--- config.mk ---
export PLATFORM = sky130hd
export DESIGN_NAME = cfg_shadow_ctrl
export DESIGN_NICKNAME = d
export VERILOG_FILES = /design/src/rtl/cfg_shadow_ctrl.sv
export SDC_FILE = /design/constraint.sdc
export NUM_CORES = 1
export LEC_CHECK = 0
export BUFFER_PORTS_ARGS = -buffer_cell sky130_fd_sc_hd__clkbuf_2
export CAP_MARGIN = 20
export CORE_ASPECT_RATIO = 1.1
export CORE_MARGIN = 2
export CORE_UTILIZATION = 43
export DETAILED_ROUTE_END_ITERATION = 8
export HOLD_SLACK_MARGIN = 0.1
export SLEW_MARGIN = 20
export SYNTH_ARGS = -nofsm -noshare
export SYNTH_HDL_FRONTEND = slang
export SYNTH_SLANG_ARGS = --single-unit
--- constraint.sdc ---
create_clock -name clk -period 2.1 [get_ports clk]
set_input_delay 0.63 -clock clk [delete_from_list [all_inputs] [get_ports clk]]
set_output_delay 0.63 -clock clk [all_outputs]
set_load 0.01 [all_outputs]
--- src/rtl/cfg_shadow_ctrl.sv ---
module cfg_shadow_ctrl #(
  parameter int WIDTH       = 16,
  parameter int SWAP_CYCLES = 6250,
  parameter int PROG_CYCLES = 64
) (
  input  logic             clk,
  input  logic             por_n,
  input  logic             sin,
  input  logic             shift_en,
  input  logic             commit,
  input  logic             activate,
  output logic [WIDTH-1:0] cfg_out,
  output logic             pins_oe,
  output logic             busy,
  output logic             err,
  output logic             pend
);
  localparam int CW   = $clog2(WIDTH + 2);
  localparam int TMAX = (SWAP_CYCLES > PROG_CYCLES) ? SWAP_CYCLES : PROG_CYCLES;
  localparam int TW   = $clog2(TMAX + 1);

  typedef enum logic [1:0] {S_IDLE, S_PROG, S_SWAP} state_t;

  state_t           st;
  logic [TW-1:0]    tmr;
  logic [CW-1:0]    nbits;
  logic [WIDTH-1:0] stage;
  logic [WIDTH-1:0] shadow = '0;
  logic [WIDTH-1:0] live;

  wire any_req   = shift_en | commit | activate;
  wire prog_done = (st == S_PROG) && (tmr == TW'(PROG_CYCLES - 1));
  wire swap_done = (st == S_SWAP) && (tmr == TW'(SWAP_CYCLES - 1));

  assign cfg_out = live;
  assign busy    = (st != S_IDLE);
  assign pins_oe = (st != S_SWAP);

  always_ff @(posedge clk)
    if (prog_done) shadow <= stage;

  always_ff @(posedge clk or negedge por_n) begin
    if (!por_n) begin
      st    <= S_SWAP;
      tmr   <= '0;
      nbits <= '0;
      stage <= '0;
      live  <= '0;
      pend  <= 1'b0;
      err   <= 1'b0;
    end else begin
      case (st)
        S_IDLE: begin
          if (activate) begin
            st  <= S_SWAP;
            tmr <= '0;
          end else if (commit) begin
            nbits <= '0;
            if (nbits == CW'(WIDTH)) begin
              st  <= S_PROG;
              tmr <= '0;
            end else begin
              err <= 1'b1;
            end
          end else if (shift_en) begin
            stage <= {stage[WIDTH-2:0], sin};
            if (nbits != CW'(WIDTH + 1)) nbits <= nbits + 1'b1;
          end
        end
        S_PROG: begin
          if (any_req) err <= 1'b1;
          if (prog_done) begin
            st   <= S_IDLE;
            pend <= 1'b1;
          end else begin
            tmr <= tmr + 1'b1;
          end
        end
        default: begin
          if (any_req) err <= 1'b1;
          if (swap_done) begin
            st   <= S_IDLE;
            live <= shadow;
            pend <= 1'b0;
          end else begin
            tmr <= tmr + 1'b1;
          end
        end
      endcase
    end
  end
endmodule

; Word level (Yosys, flattened, before mapping)
; Cells that the tools add are included.
; W data, S select, Z words.
[totals]
mem_bits_rw = 0
romBits = 0
register_bits = 70
latch_bits = 0
out_inout_bits = 20
mem_count = 0
[classes]
shift = 0
order_cmp = 0
reduce_logical = 17
n_mul = 0
n_mux = 23
n_eq_ne = 15
addsub = 2
bitwise = 6
n_div = 0
[op_table]
columns = op, count
row1 = $mux W13, 5
row2 = $pmux W13 S2, 1
row3 = $reduce_and A4 Y1, 5
row4 = $mux W5, 3
row5 = $add A13 B1 Y13 const B, 1
row6 = $eq A13 B13 Y1 const B, 1
row7 = $eq A13 B6 Y1 const B, 1
row8 = $ne A2 B2 Y1 const B, 6
row9 = $mux W2, 5
row10 = $reduce_bool A2 Y1, 5
row11 = $mux W1, 7
row12 = $ne A3 B3 Y1 const B, 2
row13 = $add A5 B1 Y5 const B, 1
row14 = $eq A5 B5 Y1 const B, 1
row15 = $ne A5 B5 Y1 const B, 1
row16 = $not A1 Y1, 4
row17 = $pmux W2 S2, 1
row18 = $ne A3 B1 Y1 const B, 1
row19 = $reduce_and A3 Y1, 1
row20 = $reduce_bool A3 Y1, 1
row21 = $eq A2 B1 Y1 const B, 1
row22 = $eq A2 B2 Y1 const B, 1
row23 = $logic_and A1 B1 Y1, 2
row24 = $logic_not A2 Y1, 1
row25 = 4 further kinds, 5

; Depth between registers and ports, before layout
[depth]
word_depth = 5
mapped_depth = 8

; Worst setup path before layout
; OpenSTA, ideal clock, no wires.
[synth_timing]
path_kind = flip-flop to flip-flop
start = register tmr[0]
end = register tmr[3]
period_less_slack_ps = 2165
setup_slack_ps = -65
n_path_buf = 1
t_required_ps = 1966
path_stages_with_launch = 7
arrival_time_ps = 2031
cell_sequence = dfrtp_1 > ha_1 > or4b_1 > nor4_1 > buf_2 > nor4_1 > mux2i_1
[synth_via]
elab_chain_cells = 4
word_cells_on_any_way = 11
classes_between = add/sub (1) / eq/ne (4) / mux (3) / reduce/logical (3)
[synth_lines]
columns = item, line
row1 = from (decl), 25  ; logic [TW-1:0] tmr;
row2 = from (signal assigned), 76  ; tmr <= tmr + 1'b1;
row3 = from (signal assigned), 86  ; tmr <= tmr + 1'b1;
row4 = $eq A13 B6 Y1, 32  ; wire prog_done = (st == S_PROG) && (tmr == TW'(PROG_CYCLES - 1));
row5 = $logic_and A1 B1 Y1, 32
row6 = via prog_done, 32
row7 = $ne A2 B2 Y1 (no source line), --
row8 = $reduce_and A4 Y1 (no source line), --
; The timed path passes the listed nets, and every way through them passes these cells. The select of a mux whose other input is x is not followed.
; A chain may end at the register's enable or synchronous reset.

; Worst setup path in the final report
[layout_timing]
start = register tmr[0]
end = register tmr[5]
[layout_via]
elab_chain_cells = 4
word_cells_on_any_way = 11
classes_between = add/sub (1) / eq/ne (4) / mux (3) / reduce/logical (3)
[layout_lines]
columns = item
row1 = "parallel branches: the longest is 4 deep, another holds $add A13 B1 Y13"
; Parallel ways; which one is timed is not known. The select of a mux whose other input is x is not followed.

==> impl_metrics.toml <==
[power]
ir_worst_vdd_v = 0.0004058
leakagePower_nw = 1.659
p_per_area_nw_per_um2 = 750.0

[grt]
grt_max_degree = 55
grtUsageMet2 = 0.2292
grt_util_met3 = 0.03442
grtUsageTotal = 0.1542
use_met1 = 0.2152
grt_first_pass_wirelength_mm = 9.604
antenna_found_initial = 0
overflow = 0
grt.busiest_layer = "met2"
grt_pass1_vias = 1966

[sta]
relSlewSlack = 0.6957
fmax_mhz = 490.0
worst_pin_slew_ps = 453.0
finalHoldViolCount = 0
finalCriticalPeriod_ps = 2041
drv_slew = 0
setup_violations = 0
rsz0062_at_grt = "true"
finClkSkew_ps = 6.322
min_period_over_period = 0.9719

[die]
die_w_um = 85.09
coreArea_um2 = 7007
dieArea_um2 = 7930
initial_utilization = 0.4439
io_pins = 26
rows = 32
die_y_um = 93.20

[critical_path]
slowest_delay_ps = 490
worst-endpoint-required_ps = 2320
crit_slowest_cell = "or4b_1"
worst_ep_arrival_time_ps = 2260
cp_top_family = "simple AND/OR/NAND/NOR gates"
endpoint_kind = "register"
worstPathBufferInverterCount = 1
cp_max_fo = 22
critPathKind = "register to register"
critPathLaunchType = "register"
crit_chain = "ha_1 > or4b_1 > nor4_4 > buf_8 > nor4b_1 > mux2i_1"

[synthesis]
yosysMostFrequentCell = "dfrtp_1"
yosys.area.top_type_share = 0.4264
synthTopCellsByCount = "dfrtp_1, mux2_2, o21ai_0"
synthesis.area_um2 = 3110
synth_top_area_cell = "dfrtp_1"
yosysSeqAreaShare = 0.5893
netlist_instances = 238
syn-num-nets = 249
syn_area_per_cell_um2 = 13.07
yosys_most_used_dff = "dfrtp_1"
ys_ff_latch = 70
synth_area_leaders = "dfrtp_1, edfxtp_1, mux2_2"
synthArstFlopShare = 0.7714
synth_edf_count = 16
synth_warnings = 0
synth_cell_types = 45

[layout]
layout-drive-gt1-share = 0.3724
multi_input_area_um2 = 1199
final.fill_count = 596
area_growth_pct = 21.36
layout.area.seq_um2 = 1833
fin_nets = 296
n_antenna_cell = 0
fin_area_um2 = 3775
utilization = 0.5388

[detailed_routing]
route.detailed.drc = 0
avgRoutedWirePerCell_um = 14.89
drt_iter0_drc = 72
totalWireLength_mm = 5.583
vias = 1990
vias_per_cell = 5.307
postRouteAntennaNets = 0
first_pass_iters = 4

[min_path]
hold_class = "primary input to asynchronous set/reset pin"

[placement]
dpl_cell_area_um2 = 3458
dpl.hpwl_mm = 3.523
gp_congestion = 0.8372
io_buffers = 25

[clock_network]
cts-buffers-inserted = 9
clock_path_buffers = 2
clkLatencyLatePin_ps = 340
clock-sinks = 70
h-tree-depth = 3
cts_tree = "yes"
cts_root_buf = "clkbuf_8"
clk_pin_slew_ps = 70

[run_status]
status = "finished clean"

[job]
cap_violations = 0
[cell usage in the layout (no fill, tap or decap), drive strengths merged, types with 2 or more instances in the layout]
| cell | synthesis | final |
|---|---|---|
| o21ai | 18 | 18 |
| bufinv | 0 | 2 |
| or4 | 3 | 3 |
| a21oi | 3 | 3 |
| nor4b | 3 | 3 |
| nand3 | 5 | 5 |
| nand2 | 14 | 14 |
| nand4 | 4 | 4 |
| clkinv | 0 | 2 |
| o21bai | 9 | 9 |
| nor3 | 3 | 3 |
| clkbuf | 5 | 38 |
| edfxtp | 16 | 16 |
| nor2 | 7 | 7 |
| o21a | 3 | 3 |
| nor4 | 9 | 9 |
| inv | 7 | 7 |
| mux2i | 8 | 8 |
| dfrtp | 53 | 53 |
| o22ai | 2 | 2 |
| ha | 5 | 5 |
| nand2b | 6 | 6 |
| buf | 7 | 21 |
| mux2 | 33 | 33 |
[state kept, by name, indices dropped and copies added (netlist names)]
name     count
st           2
pend         1
stage       16
cfg_out     16
shadow      16
err          1
tmr         13
nbits        5
[area by class of cell]
class	count	area share
clock buffer	11	0.04011
clock inverter	5	0.02154
inverter	7	0.006961
multi-input combinational	149	0.3175
sequential	70	0.4856
tap	85	0.02817
timing repair buffer	48	0.1001
[layer usage]
layer	vias up	share of wire
li1	973	-
met1	964	0.48
met2	43	0.46
met3	10	0.042
met4	0	0.017
met5	-	0
[cell families (layout without fill, tap and decap cells)]
family	after synthesis	in the layout	synth area share
compound gates	40	40	0.08085
simple gates	63	63	0.1235
flops	70	70	0.5893
mux	41	41	0.1537
fa+ha+maj	5	5	0.02011
buf+inv	19	71	0.03258
[final timing paths]
kind | startpoint | to | slack [ps] | cells after the start
setup / recovery | tmr[0] | tmr[5] | 60 | 6
hold / removal | por_n | cfg_out[1] | 280 | 2
setup reg to reg | tmr[0] | tmr[5] | 60 | 6
hold reg to reg | stage[15] | shadow[15] | 450 | 0
max in group asynchronous | por_n | st[1] | 1540 | 2
min in group clk | stage[15] | shadow[15] | 450 | 0
[metrics by stage]
step	setup slack [ps]	total power [mW]	hold WS, ps	setup TNS, ps	cells
floorplan	15.53	1.534	334.4	0	238
global placement	-42.08	1.604	433.4	-178.8	355
global route	-15.71	2.941	306.3	-48.02	375
finish	59.04	2.831	277.4	0	375
CTS	13.48	2.860	284.3	0	371
detailed placement	-66.74	1.609	437.7	-297.9	355
[what timing repair did]
item | 4_1_cts | 5_1_grt
setup buffers | 0 | 2
pin swaps | 0 | 1
gates cloned | 0 | 2
gates resized for setup | 2 | 3
hold buffers | 0 | 0
setup endpoints to repair | 21 | 22
[power breakdown]
| group | internal [mW] | leakage [nW] | switching [mW] |
|---|---|---|---|
| Combinational | 0.0705 | 0.737 | 0.0763 |
| Clock | 0.733 | 0.116 | 0.514 |
| Sequential | 1.41 | 0.806 | 0.0267 |
| Total | 2.21 | 1.66 | 0.617 |
(Power assumes the default switching activity.)
